--- config.mk ---
export PLATFORM = sky130hd
export DESIGN_NAME = req_congestion_monitor
export DESIGN_NICKNAME = d
export VERILOG_FILES = /design/src/rtl/cm_pkg.sv /design/src/rtl/cm_rst_sync.sv /design/src/rtl/cm_classify.sv /design/src/rtl/cm_window.sv /design/src/rtl/cm_flag.sv /design/src/rtl/req_congestion_monitor.sv
export SDC_FILE = /design/constraint.sdc
export NUM_CORES = 1
export LEC_CHECK = 0
export BUFFER_PORTS_ARGS = -buffer_cell sky130_fd_sc_hd__buf_2
export CORE_AREA = 3 3 53 79
export DETAILED_ROUTE_END_ITERATION = 10
export DIE_AREA = 0 0 56 82
export GPL_TIMING_DRIVEN = 0
export HOLD_SLACK_MARGIN = 0.12
export PLACE_DENSITY = 0.6
export SETUP_SLACK_MARGIN = 0.02
export SLEW_MARGIN = 30
export SYNTH_ARGS = -nofsm -noshare
export SYNTH_HDL_FRONTEND = slang
export SYNTH_SLANG_ARGS = --single-unit
--- constraint.sdc ---
create_clock -name clk -period 1.2 [get_ports clk]
set_input_delay 0.06 -clock clk [delete_from_list [all_inputs] [get_ports clk]]
set_output_delay 0.06 -clock clk [all_outputs]
set_load 0.01 [all_outputs]
--- src/rtl/cm_pkg.sv ---
package cm_pkg;
  typedef struct packed {
    logic valid;
    logic urgent;
  } req_tag_t;
endpackage

--- src/rtl/cm_rst_sync.sv ---
module cm_rst_sync (
  input  logic clk,
  input  logic rst_n_in,
  output logic rst_n_out
);
  logic [1:0] sync_q;

  always_ff @(posedge clk or negedge rst_n_in) begin
    if (!rst_n_in) sync_q <= 2'b00;
    else           sync_q <= {sync_q[0], 1'b1};
  end

  assign rst_n_out = sync_q[1];
endmodule

--- src/rtl/cm_classify.sv ---
module cm_classify #(
  parameter int PRIO_W   = 4,
  parameter int URGENT_MIN = 8
) (
  input  logic              req_valid,
  input  logic [PRIO_W-1:0] req_prio,
  output cm_pkg::req_tag_t  tag
);
  always_comb begin
    tag.valid  = req_valid;
    tag.urgent = req_valid && (req_prio >= PRIO_W'(URGENT_MIN));
  end
endmodule

--- src/rtl/cm_window.sv ---
module cm_window #(
  parameter int MAX_WIN_LOG2 = 6,
  parameter int WL_W  = 3,
  parameter int CNT_W = 6
) (
  input  logic             clk,
  input  logic             rst_n,
  input  cm_pkg::req_tag_t tag,
  input  logic [WL_W-1:0]  win_len_log2,
  output logic             win_close,
  output logic [CNT_W:0]   urgent_total,
  output logic [CNT_W-1:0] req_cnt,
  output logic [CNT_W-1:0] urg_cnt
);
  logic [WL_W-1:0]  k_live, k_q, k_d, k_eff;
  logic [CNT_W:0]   span;
  logic [CNT_W-1:0] last_idx;
  logic [CNT_W-1:0] req_cnt_d, urg_cnt_d;
  logic             first_req;
  logic             cnt_en;

  always_comb begin
    k_live    = (win_len_log2 > WL_W'(MAX_WIN_LOG2)) ? WL_W'(MAX_WIN_LOG2) : win_len_log2;
    first_req = (req_cnt == '0);
    k_eff     = first_req ? k_live : k_q;
    span      = (CNT_W+1)'(1) << k_eff;
    last_idx  = CNT_W'(span - (CNT_W+1)'(1));
    win_close = tag.valid && (req_cnt == last_idx);
    urgent_total = {1'b0, urg_cnt} + (CNT_W+1)'(tag.urgent);
    cnt_en    = tag.valid;
    k_d       = (tag.valid && first_req) ? k_live : k_q;
    if (win_close) begin
      req_cnt_d = '0;
      urg_cnt_d = '0;
    end else begin
      req_cnt_d = req_cnt + CNT_W'(1);
      urg_cnt_d = urg_cnt + CNT_W'(tag.urgent);
    end
  end

  always_ff @(posedge clk or negedge rst_n) begin
    if (!rst_n) begin
      req_cnt <= '0;
      urg_cnt <= '0;
      k_q     <= '0;
    end else if (cnt_en) begin
      req_cnt <= req_cnt_d;
      urg_cnt <= urg_cnt_d;
      k_q     <= k_d;
    end
  end
endmodule

--- src/rtl/cm_flag.sv ---
module cm_flag #(
  parameter int CNT_W = 6
) (
  input  logic           clk,
  input  logic           rst_n,
  input  logic           win_close,
  input  logic [CNT_W:0] urgent_total,
  input  logic [CNT_W:0] thresh,
  output logic           congested
);
  logic flag_d;

  always_comb begin
    flag_d = (urgent_total > thresh);
  end

  always_ff @(posedge clk or negedge rst_n) begin
    if (!rst_n)         congested <= 1'b0;
    else if (win_close) congested <= flag_d;
  end
endmodule

--- src/rtl/req_congestion_monitor.sv ---
module req_congestion_monitor #(
  parameter int PRIO_W       = 4,
  parameter int URGENT_MIN   = 8,
  parameter int MAX_WIN_LOG2 = 6
) (
  input  logic              clk,
  input  logic              rst_n,
  input  logic              req_valid,
  input  logic [PRIO_W-1:0] req_prio,
  input  logic [$clog2(MAX_WIN_LOG2+1)-1:0] win_len_log2,
  input  logic [MAX_WIN_LOG2:0] thresh,
  output logic              congested
);
  localparam int WL_W  = $clog2(MAX_WIN_LOG2+1);
  localparam int CNT_W = MAX_WIN_LOG2;

  logic             rst_sync_n;
  cm_pkg::req_tag_t tag;
  logic             win_close;
  logic [CNT_W:0]   urgent_total;
  logic [CNT_W-1:0] req_cnt;
  logic [CNT_W-1:0] urg_cnt;

  cm_rst_sync u_rst (
    .clk       (clk),
    .rst_n_in  (rst_n),
    .rst_n_out (rst_sync_n)
  );

  cm_classify #(.PRIO_W(PRIO_W), .URGENT_MIN(URGENT_MIN)) u_cls (
    .req_valid (req_valid),
    .req_prio  (req_prio),
    .tag       (tag)
  );

  cm_window #(.MAX_WIN_LOG2(MAX_WIN_LOG2), .WL_W(WL_W), .CNT_W(CNT_W)) u_win (
    .clk          (clk),
    .rst_n        (rst_sync_n),
    .tag          (tag),
    .win_len_log2 (win_len_log2),
    .win_close    (win_close),
    .urgent_total (urgent_total),
    .req_cnt      (req_cnt),
    .urg_cnt      (urg_cnt)
  );

  cm_flag #(.CNT_W(CNT_W)) u_flag (
    .clk          (clk),
    .rst_n        (rst_sync_n),
    .win_close    (win_close),
    .urgent_total (urgent_total),
    .thresh       (thresh),
    .congested    (congested)
  );
endmodule

== After elaboration in Yosys (flattened, before gate mapping) ==
Index checks and enable logic that the tools add are counted.
W data, S select, Z words.
Word-level totals
  flip-flop bits (word level): 18
  output and inout port bits: 1
  logic and storage cells: 23
Operators by class
  add/subtract/negate cells: 4
  magnitude comparators: 3
  eq/ne operators: 1
  shift operators: 1
  muxes and demuxes: 4
  reductions and logical operators: 5
Operator list (count)
  $mux W6: 2
  $add A6 B1 Y7: 1
  $gt A7 B7 Y1: 1
  $add A6 B1 Y6: 1
  $add A6 B1 Y6 const B: 1
  $eq A6 B6 Y1: 1
  $logic_not A6 Y1: 1
  $mux W3: 2
  $shl A1 B3 Y6 const A: 1
  $sub A6 B1 Y6 const B: 1
  $ge A4 B4 Y1 const B: 1
  $gt A3 B3 Y1 const B: 1
  $logic_and A1 B1 Y1: 3
  $reduce_and A2 Y1: 1

== Logic depth before layout (Yosys ltp) ==
Gate-level depths: netlist (run 1).
  depth in word-level cells: 8
  depth in mapped cells: 13
  depth with buffers taken out: 12

== Modules after synthesis ==
From an unflattened synthesis (run 1), not the netlist that was laid out.
Second synthesis, totals
  cell total of the unflattened synthesis: 157
  area total of the unflattened synthesis: 1427.6 um^2
By module, submodules not included
  cm_window: times used 1, cells each 125, area each 1141.1 um^2, sequential area each 375.4 um^2
  cm_flag: times used 1, cells each 27, area each 219.0 um^2, sequential area each 25.0 um^2
  cm_rst_sync: times used 1, cells each 3, area each 53.8 um^2, sequential area each 50.0 um^2
  cm_classify: times used 1, cells each 2, area each 13.8 um^2, sequential area each 0.0 um^2

== Worst setup path after synthesis (run 1) ==
Ideal clock, no wire load.
  path kind: reg2reg
  from: register u_win.req_cnt[0]
  to: register u_flag.congested
  library setup time: 0.125 ns
  arrival: 2.901 ns
  data required time: 1.075 ns
  path slack: -1.826 ns
  stages on the path, launching flop included: 12
  buffers on the path: 0
  period minus slack after synthesis: 3.026 ns
  cell sequence: dfrtp_1 -> inv_1 -> ha_1 -> or4b_4 -> nor2_8 -> mux2i_1 -> ha_1 -> a21oi_2 -> a22o_1 -> a221o_1 -> and4b_4 -> mux2_4
Between the ends
  longest elaborated chain between the ends: 6
RTL lines
  start, declared: RTL line cm_window.sv:12  | output logic [CNT_W-1:0] req_cnt,
  start signal, assigned: RTL line cm_window.sv:47  | req_cnt <= req_cnt_d;
  $logic_not A6 Y1: RTL line cm_window.sv:24  | first_req = (req_cnt == '0);
  $mux W3: RTL line cm_window.sv:25  | k_eff = first_req ? k_live : k_q;
  $shl A1 B3 Y6: RTL line cm_window.sv:26  | span = (CNT_W+1)'(1) << k_eff;
  $sub A6 B1 Y6: RTL line cm_window.sv:27  | last_idx = CNT_W'(span - (CNT_W+1)'(1));
  $eq A6 B6 Y1 *: RTL line cm_window.sv:28  | win_close = tag.valid && (req_cnt == last_idx);
  $logic_and A1 B1 Y1 *: RTL line cm_window.sv:28
  end signal, assigned: RTL line cm_flag.sv:19  | else if (win_close) congested <= flag_d;
  end, declared: RTL line cm_flag.sv:9  | output logic congested
Every way passes the cells marked *; elsewhere a longest branch is shown, timed or not.
A chain may end at the register's enable or synchronous reset.

== Worst setup path in the final report (run 1) ==
  from: register u_win.req_cnt[1]
  to: register u_flag.congested
Same word-level chain as after synthesis.

==> flow_metrics.env, run 1 <==
export IMPL_cp_startpoint="u_win.req_cnt[1]"
export IMPL_synthCells=162
export IMPL_path_clk_slew_ps=70
export IMPL_final_period_utilization_pct=247
export IMPL_grt_pass1_vias=1272
export IMPL_crit_arrival_ps=3100
export IMPL_syn_nets=191
export IMPL_crit_required_ps=1340
export IMPL_yosysWarnings=0
export IMPL_powerDensity_nw_per_um2=2110
export IMPL_drt_wl_total_um=3180
export IMPL_wl_per_cell_um=13.5
export IMPL_diodes=0
export IMPL_drc_errors=0
export IMPL_yosysSeqAreaShare_pct=32.1
export IMPL_fillCellCount=362
export IMPL_final_area_sq_um=1780
export IMPL_slew_violations=0
export IMPL_ant_nets=0
export IMPL_port_buffer_count=13
export IMPL_clockBufferDepth=2
export IMPL_synth_xor_area_share_pct=6.86
export IMPL_place_hpwl_um=2310
export IMPL_min_period_ps=2960
export IMPL_crit_path_start_kind="register"
export IMPL_die_area_sq_um=4590
export IMPL_avgSynthCellArea_sq_um=8.67
export IMPL_overflow=0
export IMPL_cp_max_fo=4
export IMPL_cts_buffers=3
export IMPL_cts_sinks=18
export IMPL_grt_pass1_wl_um=5690
export IMPL_htreeDepth=1
export IMPL_drive_gt1_share_pct=28.5
export IMPL_synthSimpleGateAreaFrac_pct=25.6
export IMPL_slew_headroom_pct=54.9
export IMPL_setup_slack_ps=-1760
export IMPL_final_cells=236
export IMPL_clock_latency_ps=250
export IMPL_syn_area_sq_um=1410
export IMPL_dp_slack_ps=-2020
export IMPL_synth_area_leaders="dfrtp_1 (32%), ha_1 (11%), nand2_1 (4.3%)"
export IMPL_drtIter0Drc=39
export IMPL_hold_viol=0
export IMPL_hp_start="win_len_log2[0]"
export IMPL_antenna_found_initial=0
export IMPL_place_congestion=0.869
export IMPL_irDropWorstVdd_uv=1030
export IMPL_p_leak_nw=0.828
export IMPL_cts_root_buf="clkbuf_8"
export IMPL_violations="setup timing"
export IMPL_synth_largest_area_cell="dfrtp_1"
export IMPL_grt_max_degree=17
export IMPL_fin_worst_hold_slack_ps=141
export IMPL_status="finished with violations"
export IMPL_rows=27
export IMPL_endpoint_kind="register"
export IMPL_drtPass1Iterations=4
export IMPL_regToRegStartpoint="u_win.req_cnt[1]"
export IMPL_core_sq_um=3650
export IMPL_via_count=1248
export IMPL_synth_adder_area_share_pct=10.7
export IMPL_cts_tree="done"
export IMPL_hp_class="in2reg"
export IMPL_drv_cap=0
export IMPL_nets=223
export IMPL_r2r_slack_ps=-1760
export IMPL_ys_ff_latch=18
export IMPL_worst_pin_slew_ps=677
export IMPL_crit_type="reg2reg"
export IMPL_synth_compound_area_share_pct=14.2
export IMPL_synth_mux_area_share_pct=3.29
export IMPL_dpl_cell_count=218
export IMPL_finClkSkew_ps=1.66
export IMPL_area_growth_pct=26.4
export IMPL_yosys_area_top_type_share_pct=32.1
export IMPL_dpl_cell_area_sq_um=1540
export IMPL_ios=18
export IMPL_ys_flop_type="dfrtp_1"
export IMPL_grt_usage_pct=15.2
export IMPL_rsz0062_at_grt="yes"
export IMPL_async_flop_share_pct=100
export IMPL_drt_vias_per_instance=5.29
export IMPL_dieHeight_um=82
export IMPL_setup_violations_final=16
export IMPL_fmax_mhz=338
export IMPL_synth_edf_count=0
export IMPL_die_w_um=56
export IMPL_synth_top_family_by_area="simple AND/OR/NAND/NOR gates"
export IMPL_start_util_pct=38.5
export IMPL_yosys_cell_types_count=42
## flip-flops by register name, summed over array words and instances, names as in the netlist
signal	count
u_win.k_q	3
u_rst.sync_q	2
u_win.urg_cnt	6
u_flag.congested	1
u_win.req_cnt	6
## cell usage after synthesis, types with 5 or more instances
master / n
nand3_1: 6
dfrtp_1: 18
a21oi_1: 6
nand4_1: 6
nor2_1: 14
nor3_1: 5
inv_1: 14
o21ai_0: 8
o22ai_1: 5
nand2_1: 16
xor2_1: 6
xnor2_1: 5
ha_1: 12
## cell usage in the layout, fill, tap and decap left out, types with 2 or more instances in the layout
master         synthesis  final
a21oi_1                6      6
o22ai_1                5      3
nor2b_1                2      2
buf_2                  1     14
buf_4                  0     11
nand2b_1               2      2
nor4b_2                1      2
dfrtp_1               18     17
nor3_1                 5      4
inv_1                 14     12
o21ai_0                8      7
o22ai_2                0      2
nand4_1                6      6
xnor2_1                5      5
nand2_1               16     15
nand3_1                6      6
clkbuf_1               4      4
nor3_4                 1      2
clkbuf_8               0      4
ha_4                   0      2
o2111ai_1              2      2
o211ai_1               2      2
ha_1                  12     10
xor2_1                 6      6
dlygate4sd3_1          0      2
nor2_1                14     13
inv_2                  0      2
and3_1                 4      4
buf_6                  2      2
## through the flow
step	power [mW]	util [%]	TNS, ps
final	3.74	48.7	-23600
after global routing	4.08	48.7	-25890
after CTS	3.63	47.2	-23840
after detailed placement	2.81	42.2	-26820
after global placement	2.76	42.2	-26760
after floorplan	2.43	-	-22620
## routing by layer
layer / routed length (um) / vias to the layer above / GRT usage (%)
met1: 1280 / 592 / 16.7
met4: 61 / 0 / 5.70
met3: 62 / 6 / 0.786
met5: 0 / - / 0
li1: - / 632 / -
met2: 1770 / 18 / 30.2
## logic make-up (layout without fill, tap and decap cells)
kind of cell	count (synthesis)	after routing
fa+ha+maj	12	12
mux	4	4
flops	18	18
compound gates	31	31
other cells	1	1
xor+xnor	11	11
simple gates	63	63
buf+inv	22	53
## layout make-up
cell class / instances / area (sq um) / area share [%]
plain buffers: 8 / 51.3 / 2.89
clock buffers: 4 / 55.1 / 3.10
inverters: 14 / 52.6 / 2.96
multi-input cells: 122 / 933 / 52.5
flip-flops and latches: 18 / 452 / 25.4
well taps: 43 / 53.8 / 3.03
repair buffers: 27 / 179 / 10.1
## final timing paths
| path | cells after the start | endpoint |
|---|---|---|
| min | 3 | u_win.k_q[0] |
| max reg2reg | 12 | u_flag.congested |
| max in group asynchronous | 3 | u_rst.sync_q[1] |
| max | 12 | u_flag.congested |
| min in group asynchronous | 0 | u_win.k_q[1] |
| min reg2reg | 0 | u_win.k_q[1] |
## power by group
| group | total (mW) | switching, mW | internal, mW |
|---|---|---|---|
| clock network | 0.490 | 0.199 | 0.291 |
| registers | 0.988 | 0.180 | 0.808 |
| logic | 2.26 | 1.13 | 1.14 |
| total | 3.74 | 1.51 | 2.24 |
## critical path, stage by stage, from the launching register on
cell and delay (ps):
dfrtp_2 410, inv_2 80, ha_4 130, or4b_4 500
nor2_8 150, nor4b_2 70, a31oi_2 220, ha_4 200
a21oi_2 50, a22o_1 230, a221o_1 310, and4b_4 210
mux2_4 290
## what timing repair did
item,CTS,global route
buffers inserted,8,4
pin swaps,3,2
gates resized for setup,8,7
hold buffers,2,0
setup endpoints to repair,16,16
endpoints found under the hold margin,2,0
gates cloned,0,0
Note: power is estimated with default switching activity, not from simulation.
==> run 2: changes to the inputs <==
--- a/config.mk
+++ b/config.mk
@@ -5,13 +5,13 @@
 export SDC_FILE = /design/constraint.sdc
 export NUM_CORES = 1
 export LEC_CHECK = 0
-export BUFFER_PORTS_ARGS = -buffer_cell sky130_fd_sc_hd__buf_2
 export CORE_AREA = 3 3 53 79
 export DETAILED_ROUTE_END_ITERATION = 10
 export DIE_AREA = 0 0 56 82
+export DONT_BUFFER_PORTS = 1
 export GPL_TIMING_DRIVEN = 0
 export HOLD_SLACK_MARGIN = 0.12
-export PLACE_DENSITY = 0.6
+export PLACE_DENSITY = 0.56
 export SETUP_SLACK_MARGIN = 0.02
 export SLEW_MARGIN = 30
 export SYNTH_ARGS = -nofsm -noshare
==> flow_metrics.env, run 2 (synthesized netlist as in run 1, its figures left out) <==
export IMPL_clock_latency_ps=250
export IMPL_overflow=0
export IMPL_cp_max_fo=4
export IMPL_fmax_mhz=336
export IMPL_antenna_found_initial=0
export IMPL_finalSetupTns_ps=-24200
export IMPL_slew_headroom_pct=55.9
export IMPL_cts_sinks=18
export IMPL_drtPass1Iterations=3
export IMPL_via_count=1239
export IMPL_clockBufferDepth=2
export IMPL_crit_path_start_kind="register"
export IMPL_port_buffer_count=0
export IMPL_min_period_ps=2970
export IMPL_cts_root_buf="clkbuf_8"
export IMPL_crit_required_ps=1340
export IMPL_grt_pass1_vias=1257
export IMPL_powerDensity_nw_per_um2=2170
export IMPL_setup_violations_final=16
export IMPL_place_congestion=0.834
export IMPL_hold_viol=0
export IMPL_die_area_sq_um=4590
export IMPL_die_w_um=56
export IMPL_worst_pin_slew_ps=662
export IMPL_final_cell_mix="dfrtp_1 (17), nand2_1 (15), nor2_1 (13)"
export IMPL_setup_slack_ps=-1770
export IMPL_area_growth_pct=26.2
export IMPL_irDropWorstVdd_uv=1230
export IMPL_crit_arrival_ps=3120
export IMPL_reg_top3="u_win.req_cnt x6, u_win.urg_cnt x6, u_win.k_q x3"
export IMPL_status="finished with violations"
export IMPL_start_util_pct=38.5
export IMPL_path_clk_slew_ps=70
export IMPL_htreeDepth=1
export IMPL_drt_vias_per_instance=5.43
export IMPL_cp_startpoint="u_win.req_cnt[1]"
export IMPL_worst_r2r_endpoint="u_flag.congested"
export IMPL_slew_violations=0
export IMPL_ios=18
export IMPL_dieHeight_um=82
export IMPL_cts_buffers=3
export IMPL_cts_tree="done"
export IMPL_rsz0062_at_grt="yes"
export IMPL_endpoint_kind="register"
export IMPL_crit_type="reg2reg"
export IMPL_wl_per_cell_um=14.7
export IMPL_violations="setup timing"
export IMPL_layout_commonest_cell="dfrtp_1"
export IMPL_place_hpwl_um=2360
export IMPL_p_leak_nw=0.810
export IMPL_core_sq_um=3650
export IMPL_drc_errors=0
export IMPL_drt_wl_total_um=3340
export IMPL_hp_start="req_valid"
export IMPL_grt_usage_pct=15.2
export IMPL_drv_cap=0
export IMPL_dpl_cell_count=205
export IMPL_dp_slack_ps=-2100
export IMPL_regToRegStartpoint="u_win.req_cnt[1]"
export IMPL_drive_gt1_share_pct=24.9
export IMPL_r2r_slack_ps=-1770
export IMPL_nets=215
export IMPL_drtIter0Drc=19
export IMPL_final_cells=228
export IMPL_grt_max_degree=17
export IMPL_ff2ff_path_depth=11
export IMPL_ant_nets=0
export IMPL_final_period_utilization_pct=248
export IMPL_diodes=0
export IMPL_rows=27
export IMPL_endpoint="u_flag.congested"
export IMPL_hp_class="in2reg"
export IMPL_grt_pass1_wl_um=5600
export IMPL_finClkSkew_ps=0.778
## run 2: what timing repair did
item / CTS / global route
setup endpoints to repair: 16 / 16
gates resized for setup: 12 / 7
hold buffers: 5 / 0
cloned: 0 / 0
setup buffers: 11 / 3
endpoints found under the hold margin: 5 / 0
pin swaps: 4 / 0
## run 2: worst min path at each step
stage | to | slack [ps] | depth (start not counted)
after global placement | u_rst.sync_q[1] | -240 | 0
after global routing | u_win.req_cnt[3] | 180 | 3
after floorplan | u_rst.sync_q[0] | -240 | 0
after CTS | u_win.req_cnt[3] | 140 | 3
after detailed placement | u_rst.sync_q[1] | -240 | 0
final | u_win.req_cnt[3] | 140 | 3
## run 2: stage by stage
stage          hold WS, ps  util [%]  total power [mW]  instance area [sq um]
3_5_place_dp          -236      40.4              2.80                   1470
3_3_place_gp          -236      40.4              2.76                   1470
6_report               143      48.6              3.84                   1770
2_1_floorplan         -236         -              2.43                   1420
5_1_grt                178      48.6              4.14                   1770
4_1_cts                137      47.1              3.67                   1720
## run 2: layout make-up
| class | count | area (sq um) |
|---|---|---|
| buffer | 8 | 47.5 |
| clock buffer | 4 | 55.1 |
| sequential | 18 | 452 |
| inverter | 14 | 52.6 |
| tap | 43 | 53.8 |
| fill | 350 | 1880 |
| multi-input combinational | 122 | 950 |
| timing repair buffer | 19 | 163 |
## run 2: power breakdown
group / switching (mW) / leakage [nW] / internal, mW
registers: 0.201 / 0.228 / 0.808
clock network: 0.212 / 0.0288 / 0.292
logic: 1.15 / 0.553 / 1.18
## run 2: critical path: stages, from the launching register on
cell	delay, ps
dfrtp_2	410
inv_2	80
ha_4	130
or4b_4	500
nor2_8	150
mux2i_4	300
ha_4	210
a21oi_2	50
a22o_1	230
a221o_1	310
and4b_4	210
mux2_4	290
## run 2: routing by layer
layer  vias to the layer above  global-route usage [%]  share of wire, %
met4                         0                    5.70               2.3
li1                        614                       -                 -
met3                         6                    1.10               2.1
met2                        18                    31.0                55
met5                         -                       0                 0
met1                       601                    15.9                41
